[src/rtl/seg_xlate_pkg.sv]
package seg_xlate_pkg;

   typedef enum logic [1:0] {
      PRIV_LOW  = 2'd0,
      PRIV_MID  = 2'd1,
      PRIV_TOP  = 2'd2
   } priv_t;

   typedef enum logic [1:0] {
      ACC_FETCH = 2'b00,
      ACC_LOAD  = 2'b01,
      ACC_STORE = 2'b10,
      ACC_RSVD  = 2'b11
   } acc_t;

   localparam int unsigned DEF_CODE_W     = 5;
   localparam int unsigned DEF_LOAD_CODE  = 4;
   localparam int unsigned DEF_STORE_CODE = 5;

endpackage

[src/rtl/seg_priv_decode.sv]
module seg_priv_decode
   import seg_xlate_pkg::*;
(
   input  logic       exl,
   input  logic       erl,
   input  logic [1:0] ksu,
   output priv_t      level
);

   always_comb begin
      if (exl || erl) begin
         level = PRIV_TOP;
      end else begin
         unique case (ksu)
            2'b00:   level = PRIV_TOP;
            2'b01:   level = PRIV_MID;
            default: level = PRIV_LOW;
         endcase
      end
   end

endmodule

[src/rtl/seg_region_decode.sv]
module seg_region_decode
   import seg_xlate_pkg::*;
#(
   parameter int unsigned VA_W = 64
)(
   input  logic [VA_W-1:0] va,
   output logic            hit,
   output priv_t           need_lvl,
   output logic [VA_W-1:0] pa
);

   localparam int unsigned WIDE_TOP   = VA_W - 6;
   localparam int unsigned NARROW_TOP = 28;
   localparam int unsigned ONES_LO    = 31;
   localparam int unsigned ONES_HI    = VA_W - 3;
   localparam int unsigned WIN_SEL    = 30;

   logic unused_va;
   assign unused_va = ^{va[VA_W-3:WIDE_TOP+1], va[WIN_SEL-1]};

   always_comb begin
      hit      = 1'b0;
      need_lvl = PRIV_TOP;
      pa       = '0;
      unique case (va[VA_W-1 -: 2])
         2'b10: begin
            hit              = 1'b1;
            pa[WIDE_TOP:0]   = va[WIDE_TOP:0];
         end
         2'b11: begin
            if ((&va[ONES_HI:ONES_LO]) && !va[WIN_SEL]) begin
               hit              = 1'b1;
               pa[NARROW_TOP:0] = va[NARROW_TOP:0];
            end
         end
         default: begin
            hit = 1'b0;
         end
      endcase
   end

endmodule

[src/rtl/seg_resolve.sv]
module seg_resolve
   import seg_xlate_pkg::*;
#(
   parameter int unsigned VA_W       = 64,
   parameter int unsigned CODE_W     = DEF_CODE_W,
   parameter int unsigned LOAD_CODE  = DEF_LOAD_CODE,
   parameter int unsigned STORE_CODE = DEF_STORE_CODE
)(
   input  logic              req,
   input  logic              hit,
   input  priv_t             need_lvl,
   input  priv_t             cur_lvl,
   input  logic [1:0]        acc,
   input  logic [VA_W-1:0]   pa_in,
   output logic              ok,
   output logic              fault,
   output logic [CODE_W-1:0] code,
   output logic [VA_W-1:0]   pa_out
);

   logic allowed;
   assign allowed = hit && (cur_lvl >= need_lvl);

   always_comb begin
      ok     = 1'b0;
      fault  = 1'b0;
      code   = '0;
      pa_out = '0;
      if (req) begin
         if (allowed) begin
            ok     = 1'b1;
            pa_out = pa_in;
         end else begin
            fault = 1'b1;
            code  = (acc == ACC_STORE) ? CODE_W'(STORE_CODE) : CODE_W'(LOAD_CODE);
         end
      end
   end

endmodule

[src/rtl/seg_xlate.sv]
module seg_xlate
   import seg_xlate_pkg::*;
#(
   parameter int unsigned VA_W       = 64,
   parameter int unsigned CODE_W     = DEF_CODE_W,
   parameter int unsigned LOAD_CODE  = DEF_LOAD_CODE,
   parameter int unsigned STORE_CODE = DEF_STORE_CODE,
   parameter bit          REGISTERED = 1'b1
)(
   input  logic              clk,
   input  logic              rst_n,
   input  logic              req_vld,
   input  logic [VA_W-1:0]   vaddr,
   input  logic [1:0]        acc_type,
   input  logic              st_exl,
   input  logic              st_erl,
   input  logic [1:0]        st_ksu,
   output logic              rsp_vld,
   output logic [VA_W-1:0]   paddr,
   output logic              xlt_ok,
   output logic              exc,
   output logic [CODE_W-1:0] exc_code
);

   localparam int unsigned CODE_MAX = (1 << CODE_W) - 1;

   if (VA_W != 64) begin : g_bad_va_w
      $error("seg_xlate: VA_W must be 64");
   end
   if (LOAD_CODE > CODE_MAX || STORE_CODE > CODE_MAX) begin : g_bad_code
      $error("seg_xlate: error codes do not fit CODE_W");
   end

   priv_t            cur_lvl;
   priv_t            need_lvl;
   logic             hit;
   logic [VA_W-1:0]  pa_raw;
   logic             n_ok;
   logic             n_fault;
   logic [CODE_W-1:0] n_code;
   logic [VA_W-1:0]  n_pa;

   seg_priv_decode u_priv (
      .exl   (st_exl),
      .erl   (st_erl),
      .ksu   (st_ksu),
      .level (cur_lvl)
   );

   seg_region_decode #(.VA_W(VA_W)) u_region (
      .va       (vaddr),
      .hit      (hit),
      .need_lvl (need_lvl),
      .pa       (pa_raw)
   );

   seg_resolve #(
      .VA_W       (VA_W),
      .CODE_W     (CODE_W),
      .LOAD_CODE  (LOAD_CODE),
      .STORE_CODE (STORE_CODE)
   ) u_resolve (
      .req      (req_vld),
      .hit      (hit),
      .need_lvl (need_lvl),
      .cur_lvl  (cur_lvl),
      .acc      (acc_type),
      .pa_in    (pa_raw),
      .ok       (n_ok),
      .fault    (n_fault),
      .code     (n_code),
      .pa_out   (n_pa)
   );

   if (REGISTERED) begin : g_reg
      always_ff @(posedge clk) begin
         if (!rst_n) begin
            rsp_vld  <= 1'b0;
            paddr    <= '0;
            xlt_ok   <= 1'b0;
            exc      <= 1'b0;
            exc_code <= '0;
         end else begin
            rsp_vld  <= req_vld;
            paddr    <= n_pa;
            xlt_ok   <= n_ok;
            exc      <= n_fault;
            exc_code <= n_code;
         end
      end
   end else begin : g_comb
      logic unused_clk;
      assign unused_clk = clk;
      assign rsp_vld  = rst_n && req_vld;
      assign paddr    = rst_n ? n_pa : '0;
      assign xlt_ok   = rst_n && n_ok;
      assign exc      = rst_n && n_fault;
      assign exc_code = rst_n ? n_code : '0;
   end

endmodule

[config.mk]
export PLATFORM = sky130hd
export DESIGN_NAME = seg_xlate
export DESIGN_NICKNAME = d
export VERILOG_FILES = /design/src/rtl/seg_xlate_pkg.sv /design/src/rtl/seg_priv_decode.sv /design/src/rtl/seg_region_decode.sv /design/src/rtl/seg_resolve.sv /design/src/rtl/seg_xlate.sv
export SDC_FILE = /design/constraint.sdc
export NUM_CORES = 1
export LEC_CHECK = 0
export BUFFER_PORTS_ARGS = -buffer_cell sky130_fd_sc_hd__buf_2
export CELL_PAD_IN_SITES_DETAIL_PLACEMENT = 1
export CELL_PAD_IN_SITES_GLOBAL_PLACEMENT = 2
export CORE_ASPECT_RATIO = 0.5
export CORE_MARGIN = 2
export CORE_UTILIZATION = 23
export DETAILED_ROUTE_END_ITERATION = 6
export PLACE_DENSITY_LB_ADDON = 0.1
export SKIP_CTS_REPAIR_TIMING = 1
export SLEW_MARGIN = 20
export SYNTH_ARGS = -nofsm -noshare
export SYNTH_HDL_FRONTEND = slang
export SYNTH_SLANG_ARGS = --single-unit
[constraint.sdc]
create_clock -name clk -period 3.4 [get_ports clk]
set_input_delay 0.51 -clock clk [delete_from_list [all_inputs] [get_ports clk]]
set_output_delay 0.51 -clock clk [all_outputs]
set_load 0.005 [all_outputs]
== Yosys cells after proc, flatten, opt, wreduce, memory -nomap -nowiden ==
Index checks and enable logic that the tools add are counted.
Word-level totals
  register bits after elaboration: 72
  bits of input ports: 73
Cells by class
  magnitude comparators: 1
  equality and inequality tests: 4
  multiplexer cells: 9
  bitwise logic cells: 2
  reduce and logical (&&, ||, !) cells: 10
Operators with widths (number)
  $pmux 29 s2: 1
  $reduce_and 31->1: 1
  $mux 29: 1
  $eq 2x2->1 const B: 3
  $mux 1: 4
  $pmux 2 s2: 1
  $reduce_and 4->1: 1
  $reduce_and 3->1: 1
  $reduce_or 3->1: 1
  $eq 2x1->1 const B: 1
  $ge 2x2->1 const B: 1
  $logic_and 1x1->1: 2
  $logic_not 2->1: 1
  $mux 2: 1
  $not 1->1: 2
  $pmux 1 s2: 1
  $reduce_and 2->1: 1
  $logic_not 1->1: 1
  $logic_or 1x1->1: 1

== Longest topological paths before layout ==
Gate-level depths: netlist (run 1).
  depth after elaboration: 6
  mapped depth: 6
  mapped depth without buffers: 4

== Modules after synthesis ==
From an unflattened synthesis (run 1), not the netlist that was laid out.
Second synthesis, totals
  cells, all modules: 341
  area, all modules: 3417.0 sq um
By module, submodules not included
  seg_xlate: times used 1, cells an instance 151, area an instance 2016.9 sq um, seq. area each 1441.4 sq um
  seg_region_decode: times used 1, cells an instance 93, area an instance 739.5 sq um, seq. area each 0.0 sq um
  seg_resolve: times used 1, cells an instance 94, area an instance 636.9 sq um, seq. area each 0.0 sq um
  seg_priv_decode: times used 1, cells an instance 3, area an instance 23.8 sq um, seq. area each 0.0 sq um

== Least setup slack after synthesis (run 1) ==
No wires, ideal clock.
  kind: input port to flip-flop
  from: input vaddr[59]
  to: register exc_code[0]
  setup time: 118 ps
  arrival time: 1601 ps
  data required time: 3282 ps
  setup slack: 1682 ps
  stages on the path: 4
  path buffers: 0
  cell sequence: nand4_1 > or4_4 > o21a_2 > o2111a_1
Between the ends
  longest elaborated chain between the ends: 6
RTL lines
  start: declaration: RTL line seg_xlate.sv:13  | input logic [VA_W-1:0] vaddr,
  $reduce_and 31->1: RTL line seg_region_decode.sv:31  | if ((&va[ONES_HI:ONES_LO]) && !va[WIN_SEL]) begin
  $logic_and 1x1->1: RTL line seg_region_decode.sv:31
  $mux 1: RTL line seg_region_decode.sv:31
  $pmux 1 s2: RTL line seg_region_decode.sv:25  | unique case (va[VA_W-1 -: 2])
  $logic_and 1x1->1: RTL line seg_resolve.sv:22  | assign allowed = hit && (cur_lvl >= need_lvl);
  $reduce_or 3->1 (no line)
  end signal: assignment: RTL line seg_xlate.sv:88  | exc_code <= n_code;
  end: declaration: RTL line seg_xlate.sv:22  | output logic [CODE_W-1:0] exc_code
Every way passes these cells.
A chain may end at the register's enable or synchronous reset.

== Worst setup path in the final report (run 1) ==
  from: input rst_n
  to: register paddr[57]
Between the ends
  longest elaborated chain between the ends: 1
RTL lines
  start: declaration: RTL line seg_xlate.sv:11  | input logic rst_n,
  $reduce_and 4->1 (no line)
  end signal: assignment: RTL line seg_xlate.sv:85  | paddr <= n_pa;
  end: declaration: RTL line seg_xlate.sv:19  | output logic [VA_W-1:0] paddr,
Every way passes these cells.

==> summary by stage, run 1 <==
Min path
The path category of the worst min-delay check is in2reg.

Route
The number of DRC markers after the initial detailed-route iteration is 32. In the routed design, unresolved DRC markers number 0. In this run the remaining antenna-violating nets after routing total 0. The first TritonRoute pass finished after 3 iterations. The routed design has 5180 um of wire. After detailed routing, the number of vias per cell comes to 3.84. In the final routed layout, each cell accounts on average for 12.4 um. The overall via count from detail_route is 1599.

Synthesis
The post-synthesis average cell area is 12.0 um2. The number of distinct library cells after synthesis is 22. The synthesized netlist cell count is 164. The portion of the post-synthesis area used by sequential elements is 65.2%. The synthesized netlist occupies a cell area of 0.00196 mm2. The number of synthesized register bits is 64. In the post-synthesis netlist, the biggest area contributors are sky130_fd_sc_hd__dfxtp_1, sky130_fd_sc_hd__and2_1, sky130_fd_sc_hd__and3_1, sky130_fd_sc_hd__buf_4, sky130_fd_sc_hd__buf_6.

The largest total area in the synthesized netlist belongs to sky130_fd_sc_hd__dfxtp_1. The synthesized design devotes to its leading area cell type 65.2% of total area. The Yosys step of the flow raised 0 warnings.

Global route
In the global route stage, met3 resource usage came out at 6.36%. The first global-routing pass estimated 8140 um of wire. The remaining global-route overflow is 0. Global routing consumed, over all layers together, 11.6% of the routing resources.

Entering global routing, the biggest net connects 32 pins. The met2 track demand over resource is 19.6%. The number of antenna violations at the first check in global routing came to 0. The number of global-route vias before repair is 1686.

The busiest metal layer after global routing is met2. The met1 track utilization from global routing is 11.8%.

Layout
The number of nets in the final layout is 374. Relative to the synthesized area, the layout overhead comes to 50.2%. The antenna diode count is 0. The proportion of layout cells with a drive suffix above 1 is 51.0%.

Critical path
The critical path is of the in2reg type. The data arrival time of the critical path is 2.23 ns. The data required time at the worst endpoint is 3.66 ns. The worst setup path is launched from an input port.

The critical path goes through buf_2 -> and2_1 -> o311a_1 -> buf_4 -> and3b_1 -> and2_2. Among all stages on the critical path, the largest delay is contributed by sky130_fd_sc_hd__and3b_1. For this run, the slowest stage of the critical path takes 0.73 ns.

Of all nets on the critical path, the largest fanout is 31. The kind of cell with the highest combined delay on the critical path is simple AND/OR/NAND/NOR gates. STA classifies the critical path endpoint as a register. The count of buffering cells on the critical path with inverters included is 2.

Outcome
The run finished with clean final reports.

Placement
The number of port buffers is 136. At the placement stage, the worst setup path has a slack of 1.06 ns. Detailed placement ended at an HPWL of 3960 um. The last weighted congestion value of the routability-driven placer is 0.675.

Floorplan
The die covers 0.00934 mm2. The vertical extent of the die is 69.4 um. The number of placed I/O pins is 145. In this run the horizontal extent of the chip is 135 um. The initialized floorplan defines 23 standard-cell rows.

The floorplan step defined a core boundary enclosing 0.00814 mm2. The initial utilization of the core area, before any placement, comes to 24.1%.

Clock network
The tree is rooted in a sky130_fd_sc_hd__clkbuf_16. The clock tree synthesis step divided the H-tree into 3 levels. The number of CTS-inserted buffers is 9.

The CTS tree is built. The number of buffers on the longest clock path is 2. The TritonCTS sink count is 64. Clock-pin slew was measured on the worst setup and hold paths at 0.05 ns.

STA
The worst max-slew margin expressed relative to the limit is 46.6%. The accumulated negative setup slack is 0 ns. Setup violations remaining at the end of the flow were counted as 0.

The setup slack after layout is 1.43 ns. At the pin with the least slew margin, the transition time is 0.801 ns. The number of max-slew violations in the final report came to 0.

The final critical-path required period is 1.97 ns. The final period utilization is 57.9%. Based on the critical path, the design can be clocked at up to 508 MHz. Setup repair after global routing left no endpoint under its margin. The number of hold violations in the final report is 0.

Job
Across the run, the number of max-cap violations was 0.

Power and ir drop
The static leakage is 1.63 nW. In this run the power density over the cells is 553 mW/mm2. The maximum ir drop on the vdd rail is 0.240 mV.
==> flip-flops by register name, summed over array words and instances, names as in the netlist <==
register and flops:
exc_code 2, exc 1, xlt_ok 1, rsp_vld 1
paddr 59
==> worst paths after layout <==
path / slack, ns / to / depth (start not counted) / startpoint
worst max-delay path: 1.43 / paddr[57] / 6 / rst_n
worst min-delay path: 0.40 / paddr[29] / 2 / vaddr[29]
==> metal layers <==
| metal | vias to the layer above | wire length [um] | share of wire (%) |
|---|---|---|---|
| met1 | 712 | 2040 | 39 |
| li1 | 803 | - | - |
| met3 | 9 | 483 | 9.3 |
| met5 | - | 0 | 0 |
| met2 | 75 | 2550 | 49 |
| met4 | 0 | 98 | 1.9 |
==> power breakdown <==
part | internal (W) | switching [W]
combinational | 0.0000458 | 0.0000385
sequential | 0.000763 | 0.00000234
clock | 0.000502 | 0.000280
total | 0.00131 | 0.000321
==> synthesized netlist by cell type <==
library cell and n:
sky130_fd_sc_hd__dfxtp_1 64, sky130_fd_sc_hd__and2_1 31, sky130_fd_sc_hd__and3_1 29, sky130_fd_sc_hd__buf_4 8, sky130_fd_sc_hd__nand4_1 5, sky130_fd_sc_hd__clkbuf_1 4
sky130_fd_sc_hd__buf_6 3, sky130_fd_sc_hd__clkbuf_2 3, sky130_fd_sc_hd__nand4_2 2, sky130_fd_sc_hd__o21a_1 2, sky130_fd_sc_hd__or4_4 2, sky130_fd_sc_hd__and2_2 1
sky130_fd_sc_hd__and3b_1 1, sky130_fd_sc_hd__conb_1 1, sky130_fd_sc_hd__inv_1 1, sky130_fd_sc_hd__nand4b_1 1, sky130_fd_sc_hd__nor2_1 1, sky130_fd_sc_hd__o2111a_1 1
sky130_fd_sc_hd__o21a_2 1, sky130_fd_sc_hd__o21ai_4 1, sky130_fd_sc_hd__o311a_1 1, sky130_fd_sc_hd__o31ai_1 1
==> layout by cell type, fill, tap and decap left out <==
master | netlist | final
sky130_fd_sc_hd__o21a_1 | 2 | 2
sky130_fd_sc_hd__nand4_2 | 2 | 2
sky130_fd_sc_hd__clkbuf_1 | 4 | 3
sky130_fd_sc_hd__conb_1 | 1 | 8
sky130_fd_sc_hd__and3b_1 | 1 | 1
sky130_fd_sc_hd__o2111a_1 | 1 | 1
sky130_fd_sc_hd__o21a_2 | 1 | 1
sky130_fd_sc_hd__nor2_1 | 1 | 1
sky130_fd_sc_hd__nand4_1 | 5 | 5
sky130_fd_sc_hd__clkbuf_8 | 0 | 1
sky130_fd_sc_hd__dfxtp_1 | 64 | 64
sky130_fd_sc_hd__inv_1 | 1 | 1
sky130_fd_sc_hd__and3_1 | 29 | 29
sky130_fd_sc_hd__buf_4 | 8 | 1
sky130_fd_sc_hd__o311a_1 | 1 | 1
sky130_fd_sc_hd__or4_4 | 2 | 2
sky130_fd_sc_hd__nand4b_1 | 1 | 1
sky130_fd_sc_hd__and2_2 | 1 | 1
sky130_fd_sc_hd__clkinv_2 | 0 | 1
sky130_fd_sc_hd__o31ai_1 | 1 | 1
sky130_fd_sc_hd__o21ai_4 | 1 | 1
sky130_fd_sc_hd__clkbuf_16 | 0 | 9
sky130_fd_sc_hd__and2_1 | 31 | 31
sky130_fd_sc_hd__buf_2 | 0 | 136
==> logic make-up after synthesis <==
family | after synthesis | share of synthesized area (%)
flops | 64 | 65.2
simple gates | 73 | 24.6
buf+inv | 19 | 6.50
compound gates | 7 | 3.50
other cells | 1 | 0.191
==> per-stage QoR <==
step                      std cells  hold slack [ns]  instance area, um2  total power (W)  utilization [%]
after floorplan                 171            0.632                1990         0.000814                -
after global placement          402            0.717                2700         0.000864             33.1
after detailed placement        402            0.722                2700         0.000865             33.1
after CTS                       416            0.379                2950          0.00167             36.2
after global routing            416            0.393                2950          0.00171             36.2
final                           416            0.395                2950          0.00163             36.2
==> cell type report <==
class                   count  area (um2)
repair buffers            137         688
fillers                   943        5190
flip-flops and latches     64        1280
clock inverters             1        5.00
multi-input cells          88         582
well taps                 112         140
clock buffers              13         250
inverters                   1        3.75
(Power assumes the default switching activity.)
==> run 2, diff against run 1 <==
--- a/config.mk
+++ b/config.mk
@@ -5,12 +5,13 @@
 export SDC_FILE = /design/constraint.sdc
 export NUM_CORES = 1
 export LEC_CHECK = 0
+export ABC_AREA = 1
 export BUFFER_PORTS_ARGS = -buffer_cell sky130_fd_sc_hd__buf_2
 export CELL_PAD_IN_SITES_DETAIL_PLACEMENT = 1
 export CELL_PAD_IN_SITES_GLOBAL_PLACEMENT = 2
 export CORE_ASPECT_RATIO = 0.5
 export CORE_MARGIN = 2
-export CORE_UTILIZATION = 23
+export CORE_UTILIZATION = 20
 export DETAILED_ROUTE_END_ITERATION = 6
 export PLACE_DENSITY_LB_ADDON = 0.1
 export SKIP_CTS_REPAIR_TIMING = 1
==> constraint.sdc (replaced) <==
create_clock -name clk -period 1.7 [get_ports clk]
set_input_delay 0.255 -clock clk [delete_from_list [all_inputs] [get_ports clk]]
set_output_delay 0.255 -clock clk [all_outputs]
set_load 0.005 [all_outputs]
==> run 2 against run 1 <==
Against the previous run:
- die area up 24%
- combinational power increased to 2.8 times the previous value
- first-iteration DRC count up 9.4%
- sequential power rose by 100%
- synthesized cell count is 34% higher
- worst hold slack worse by 0.24 ns
- global-route usage fell by 1.1 points
- total power rose by 110%
- critical endpoint is now paddr[24]
- synthesized area is 8.9% higher
- highest routed layer unchanged
- largest cell class unchanged
- clock power grew 110%
- sequential share of layout area shrank 3.7 points
- worst setup slack worse by 0.78 ns
- largest power group unchanged
==> summary by stage, run 2 <==
Global route
The remaining global-route overflow is 0. The all-layer global routing usage is 10.5%. The number of global-route vias before repair is 1917. The first-pass GRT wire length is 9140 um. The maximum number of pins on one net before global-route repair is 31.

The number of antenna violations at the first check in global routing was 0.

Placement
The wire-length estimate of the detail-placed layout is 4500 um. The placed instances occupy a cell area of 0.00295 mm2. The number of port buffers is 136. The last weighted congestion value of the routability-driven placer is 0.683.

Route
For this run, design rule violations remaining after detail routing come to 0. In the final routed layout, each cell accounts on average for 11.5 um. Once detail routing completed, the nets flagged for antenna violations numbered 0.

After the first detailed-routing iteration, the DRC count stood at 35. Using the TritonRoute via totals, the vias-per-cell ratio works out to 3.57. The overall via count from detail_route is 1801. Wires add up to 5820 um. The first detailed-routing pass ran for 4 iterations.

Synthesis
After synthesis, the mean cell area works out to 9.73 um2. The async set-reset flop share out of synthesis is 0%. In this run, synthesis inferred 0 flip-flops with an integrated enable. The number of warnings issued by yosys is 0.

The synthesized netlist cell count is 220. The most repeated cell in the gate-level netlist after synthesis is sky130_fd_sc_hd__dfxtp_1. The cell area that synthesis handed to floorplanning was 0.00214 mm2.

The dominant register cell in the synthesized netlist is sky130_fd_sc_hd__dfxtp_1. In the synthesized netlist, the cells that appear most often are sky130_fd_sc_hd__dfxtp_1, sky130_fd_sc_hd__inv_1, sky130_fd_sc_hd__nor3b_1. The share of synthesized area in the top cell type comes to 59.9%. The synthesized design contains 64 register bits. The number of distinct library cells after synthesis is 17. The library cell occupying the most area in the post-synthesis netlist is sky130_fd_sc_hd__dfxtp_1. After synthesis, flip-flops and latches occupy 59.9% of the total area. After synthesis, the cell types taking the most area are sky130_fd_sc_hd__dfxtp_1, sky130_fd_sc_hd__nor3b_1, sky130_fd_sc_hd__nor2_2, sky130_fd_sc_hd__inv_1, sky130_fd_sc_hd__nand2_1.

Floorplan
Once the floorplan was initialized, standard cells occupied 20.7% of the core. The number of placed I/O pins is 145. The floorplan step defined a die boundary enclosing 0.0116 mm2.

The vertical extent of the die is 77.1 um. The area of the placeable core is 0.0103 mm2. After floorplanning, the core was divided into 26 placement rows.

In this run the horizontal extent of the chip is 150 um.

Layout
Leaving out fill and tap cells, the most frequent cells in the layout are sky130_fd_sc_hd__buf_2, sky130_fd_sc_hd__dfxtp_1, sky130_fd_sc_hd__inv_1, sky130_fd_sc_hd__nor3b_1, sky130_fd_sc_hd__nor2_2. The most frequent standard cell in the layout excluding fill and tap cells is sky130_fd_sc_hd__buf_2. The largest registers in the layout are paddr x59, exc_code x2. Cells fill 31.3% of the core in the end. The area growth from synthesis to layout is 50.7%. More flip-flops sit in one register than any other, and that register is paddr. The register with the most flip-flops in the layout has 59 of them. In the final layout, the share of cells above drive strength 1 is 50.7%. The final cell area excluding filler cells is 0.00322 mm2. 0 antenna diodes ended up in the layout. In the final design database the tool counted 433 nets.

Clock network
The clock slew at the register clock pins of the worst setup and hold paths is 0.05 ns. The root buffer cell is sky130_fd_sc_hd__clkbuf_16. The longest clock path from root to sink contains 2 buffers.

The H-tree generated during clock tree synthesis spans 3 levels. The TritonCTS sink count is 64. The number of CTS-inserted buffers is 9.

TritonCTS built the clock tree.

Power and ir drop
In this run the power density over the cells is 1060 mW/mm2. The maximum ir drop on the vdd rail is 0.413 mV. The static leakage is 1.69 nW.

Critical path
The element type at the critical path start is an input port. The type of destination of the critical path is a register. The logic depth of the worst setup path including buffers is 11.

The capturing instance or port of the critical path is paddr[24]. The data required time at the worst endpoint is 1.96 ns. The slowest stage of the critical path belongs to the cell sky130_fd_sc_hd__buf_12. The signal on the critical path passes through buf_2 -> inv_1 -> nand2_1 -> nor2_1 -> nand2_1 -> nor2_1 -> nand2_1 -> nand2_2 -> nand3_4 -> buf_12 -> nor2_2. Counting stages on the worst path, the most repeated cell is sky130_fd_sc_hd__nand2_1. The category of the most critical setup path is in2reg. The kind of cell with the highest combined delay along the critical path is simple AND/OR/NAND/NOR gates. The highest net fanout along the worst path is 30. At the worst endpoint, the arrival time is 1.31 ns. Together, buffers and inverters on the worst path number 3. The maximum cell stage delay along the critical path is 0.19 ns. Tracing the worst setup path back leads to its startpoint at vaddr[30].

Outcome
The flow ran to the end, and the final reports show no timing, DRC or antenna violations.

STA
Adding up every negative setup slack in the final design gives 0 ns. Final hold analysis gives a worst-case slack of 0.151 ns. The number of max-slew violations in the final report is 0. Setup repair after global routing left no endpoint under its margin. Setup violations remaining at the end of the flow were counted as 0. The final critical-path required period is 1.04 ns. Derived from the worst setup path, the maximum achievable clock frequency is 958 MHz. The number of hold violations in the final report is 0.

The final period utilization is 61.4%.

Job
The tool flagged a number of max-cap violations equal to 0.

Min path
The path category of the worst min-delay check is in2reg.
[run 2: logic make-up (layout without fill, tap and decap cells)]
logic type	after synthesis	in the layout	share of synthesized area (%)
AO/OA/AOI/OAI	1	1	0.351
buffers and inverters	54	192	12.1
flip-flops	64	64	59.9
other	1	8	0.175
AND/OR/NAND/NOR	100	100	27.5
[run 2: through the flow]
stage / std cells / total power [W] / setup WS (ns)
floorplan: 227 / 0.00168 / 0.665
global placement: 489 / 0.00180 / 0.344
detailed placement: 489 / 0.00181 / 0.297
CTS: 505 / 0.00351 / 0.641
global route: 505 / 0.00362 / 0.498
finish: 505 / 0.00343 / 0.656
[run 2: area by class of cell]
cell class	instances	area, um2
Fill cell	1243	7090
Multi-Input combinational cell	109	626
Clock buffer	11	243
Inverter	37	139
Clock inverter	5	32.5
Sequential cell	64	1280
Timing Repair Buffer	139	728
Tap cell	140	175
[run 2: worst min path at each step]
| stage | start | endpoint | slack, ns | cells past startpoint |
|---|---|---|---|---|
| final | vaddr[4] | paddr[4] | 0.15 | 3 |
| after global routing | vaddr[8] | paddr[8] | 0.14 | 3 |
| after CTS | vaddr[4] | paddr[4] | 0.14 | 3 |
| after detailed placement | vaddr[6] | paddr[6] | 0.48 | 3 |
| after global placement | vaddr[4] | paddr[4] | 0.48 | 3 |
| after floorplan | acc_type[1] | exc_code[0] | 0.38 | 2 |
[run 2: layer usage]
metal,vias to the layer above,wire length [um],GRT usage [%]
li1,916,-,-
met1,799,2260,10.3
met2,74,2970,19.1
met3,12,484,4.46
met4,0,103,4.43
met5,-,0,0
[run 2: tightest hold or removal path, stage by stage]
cell and delay [ns]:
sky130_fd_sc_hd__buf_2 0.07, sky130_fd_sc_hd__inv_1 0.03, sky130_fd_sc_hd__nor2_2 0.08
[run 2: power breakdown]
| part | internal [W] | total (W) | leakage (nW) | switching, W |
|---|---|---|---|---|
| registers | 0.00153 | 0.00153 | 0.518 | 0.00000564 |
| logic | 0.000116 | 0.000238 | 1.05 | 0.000122 |
| clock network | 0.00102 | 0.00166 | 0.128 | 0.000642 |
| total | 0.00266 | 0.00343 | 1.69 | 0.000769 |
==> run 3, diff against run 2 <==
--- a/config.mk
+++ b/config.mk
@@ -5,7 +5,7 @@
 export SDC_FILE = /design/constraint.sdc
 export NUM_CORES = 1
 export LEC_CHECK = 0
-export ABC_AREA = 1
+export ABC_AREA = 0
 export BUFFER_PORTS_ARGS = -buffer_cell sky130_fd_sc_hd__buf_2
 export CELL_PAD_IN_SITES_DETAIL_PLACEMENT = 1
 export CELL_PAD_IN_SITES_GLOBAL_PLACEMENT = 2
==> constraint.sdc (replaced) <==
create_clock -name clk -period 0.9 [get_ports clk]
set_input_delay 0.135 -clock clk [delete_from_list [all_inputs] [get_ports clk]]
set_output_delay 0.135 -clock clk [all_outputs]
set_load 0.005 [all_outputs]
==> run 3 against run 2 <==
Against the previous run:
- the flow now finishes with violations (setup timing)
- worst setup slack got worse by 0.94 ns
- combinational power rose by 79%
- clock power rose by 130%
- wire length rose by 4.1%
- non-clock buffer count rose by 11
- sequential share of layout area fell by 1.9 points
- first-iteration DRC count rose by 20%
- via count fell by 4.4%
- worst hold slack got worse by 0.13 ns
- count of clock-buffer cells in the layout rose by 3
- sequential power rose by 89%
- critical path depth fell by 5
- highest routed layer unchanged
==> summary by stage, run 3 (synthesis results as in run 1) <==
Placement
Routability-driven placement finished with a final weighted congestion of 0.681. The number of port buffers is 136. The number of placed instances, taps included is 435.

The HPWL reported at the end of detailed placement is 4320 um. The worst setup timing slack at the placement stage is -0.650 ns.

Layout
The count of filler cells inserted in the layout is 1079. In the final layout, the share of cells above drive strength 1 is 69.9%. The flip-flop count of the largest register after layout is 59. The number of antenna diodes in the final layout is 0.

More flip-flops sit in one register than any other, and that register is paddr. For this run, the post-layout net count is 387. The library cells used most frequently in the layout, excluding fill and tap cells, are sky130_fd_sc_hd__buf_2, sky130_fd_sc_hd__dfxtp_1, sky130_fd_sc_hd__and3_1, sky130_fd_sc_hd__and2_4. Compared with the post-synthesis result, the final layout area differs by 76.6%. The most frequent standard cell in the layout excluding fill and tap cells is sky130_fd_sc_hd__buf_2. The largest registers in the layout are paddr x59, exc_code x2. The final non-filler cell total is 454.

Floorplan
The die is 144 um wide. In this run the vertical extent of the chip is 74.1 um. The number of placed I/O pins is 145.

The starting density of the core is 20.7%. After floorplanning, the core was sized to cover 0.00951 mm2. The standard-cell row count is 25.

The total die area is 0.0107 mm2.

Power and ir drop
The power density normalized to cell area is 2060 mW/mm2. The maximum ir drop on the vdd rail is 1.06 mV. Summed over all cells, the static leakage comes to 1.83 nW.

Route
The first-pass iteration count of the detailed router is 4. After detailed routing, the number of vias per cell comes to 3.79. In this run the remaining antenna-violating nets after routing total 0. The detailed router finished its first iteration with 42 violations. The final route contains 1722 vias. After detailed routing, the total wire length is 6060 um. The residual DRC count is 0. The average routed wire per standard cell is 13.3 um.

Critical path
The critical path is of the in2reg type. The most critical setup path has its startpoint at vaddr[58]. For this run, the slowest stage of the critical path takes 0.58 ns. For the worst setup path, the data required time is 1.16 ns. Walking the worst path, the cells encountered are buf_6 -> nand4_1 -> or4_4 -> o21ai_4 -> buf_12 -> and3_1. STA puts the critical path data arrival time at 1.44 ns.

The cell with the largest stage delay on the worst path is sky130_fd_sc_hd__or4_4. The highest net fanout along the worst path is 30. STA classifies the critical path endpoint as a register. The worst setup path is launched from an input port.

Clock network
The H-tree depth reported by CTS is 3. The clock slew at the register clock pins of the worst setup and hold paths is 0.05 ns. The number of CTS-inserted buffers is 9.

The TritonCTS sink count is 64. TritonCTS built the clock tree. The clock passes through at most 2 buffers.

The root buffer cell is sky130_fd_sc_hd__clkbuf_16.

Global route
The all-layer global routing usage is 10.8%. The remaining global-route overflow is 0. The number of antenna violations at the first check in global routing is 0.

The first-pass GRT wire length is 8520 um. Entering global routing, the biggest net connects 31 pins. The number of global-route vias before repair came to 1710.

STA
The maximum achievable frequency is 843 MHz. Setup repair after global routing could not meet its margin everywhere. The setup slack after layout is -0.286 ns. Setup violations remaining at the end of the flow were counted as 63.

The number of hold violations in the final report is 0. The smallest hold slack is 0.0247 ns. The final period utilization is 132%. The number of max-slew violations in the final report is 0. The smallest clock period supported by the final layout is computed as 1.19 ns.

Job
The max-cap check violation count is 0.

Outcome
The checks that failed: setup timing. The run finished, with violations left.

Min path
The path category of the worst min-delay check is in2reg. The critical hold path startpoint is vaddr[58].
## run 3: final timing paths
path | end | slack [ns] | cells after the start
worst max-delay path | paddr[27] | -0.29 | 6
worst min-delay path | paddr[58] | 0.02 | 2
## run 3: metrics by stage
step | total power, W | TNS, ns | cell area (um2) | utilization [%]
3_3_place_gp | 0.00331 | -29.24 | 2830 | 29.7
5_1_grt | 0.00746 | -12.72 | 3470 | 36.5
6_report | 0.00715 | -10.42 | 3470 | 36.5
3_5_place_dp | 0.00332 | -30.63 | 2830 | 29.7
4_1_cts | 0.00723 | -9.23 | 3160 | 33.3
2_1_floorplan | 0.00308 | -18.25 | 2000 | -
## run 3: where the power goes
part / switching, W / leakage [nW] / internal, W
logic: 0.000169 / 1.14 / 0.000257
registers: 0.0000110 / 0.530 / 0.00288
clock network: 0.00118 / 0.163 / 0.00265
## run 3: cell type report
type / instances / area, um2 / area share, %
clock buffer: 14 / 274 / 7.90
clock inverter: 2 / 60.1 / 1.73
inverter: 1 / 3.75 / 0.108
multi-input combinational: 88 / 658 / 19.0
sequential: 64 / 1310 / 37.8
tap: 135 / 169 / 4.87
timing repair buffer: 150 / 993 / 28.6
## run 3: layer usage
layer  vias up  share of wire, %  global-route usage (%)
li1        833                 -                       -
met1       809                38                    11.3
met2        70                52                    19.0
met3        10               8.3                    4.44
met4         0               1.9                    5.50
met5         -                 0                       0
## run 3: critical path, delay by kind of cell
kind	cells	cell delay [ns]
buffers and inverters	2	0.24
AOI/OAI and AO/OA	1	0.19
and+or+nand+nor	3	0.87
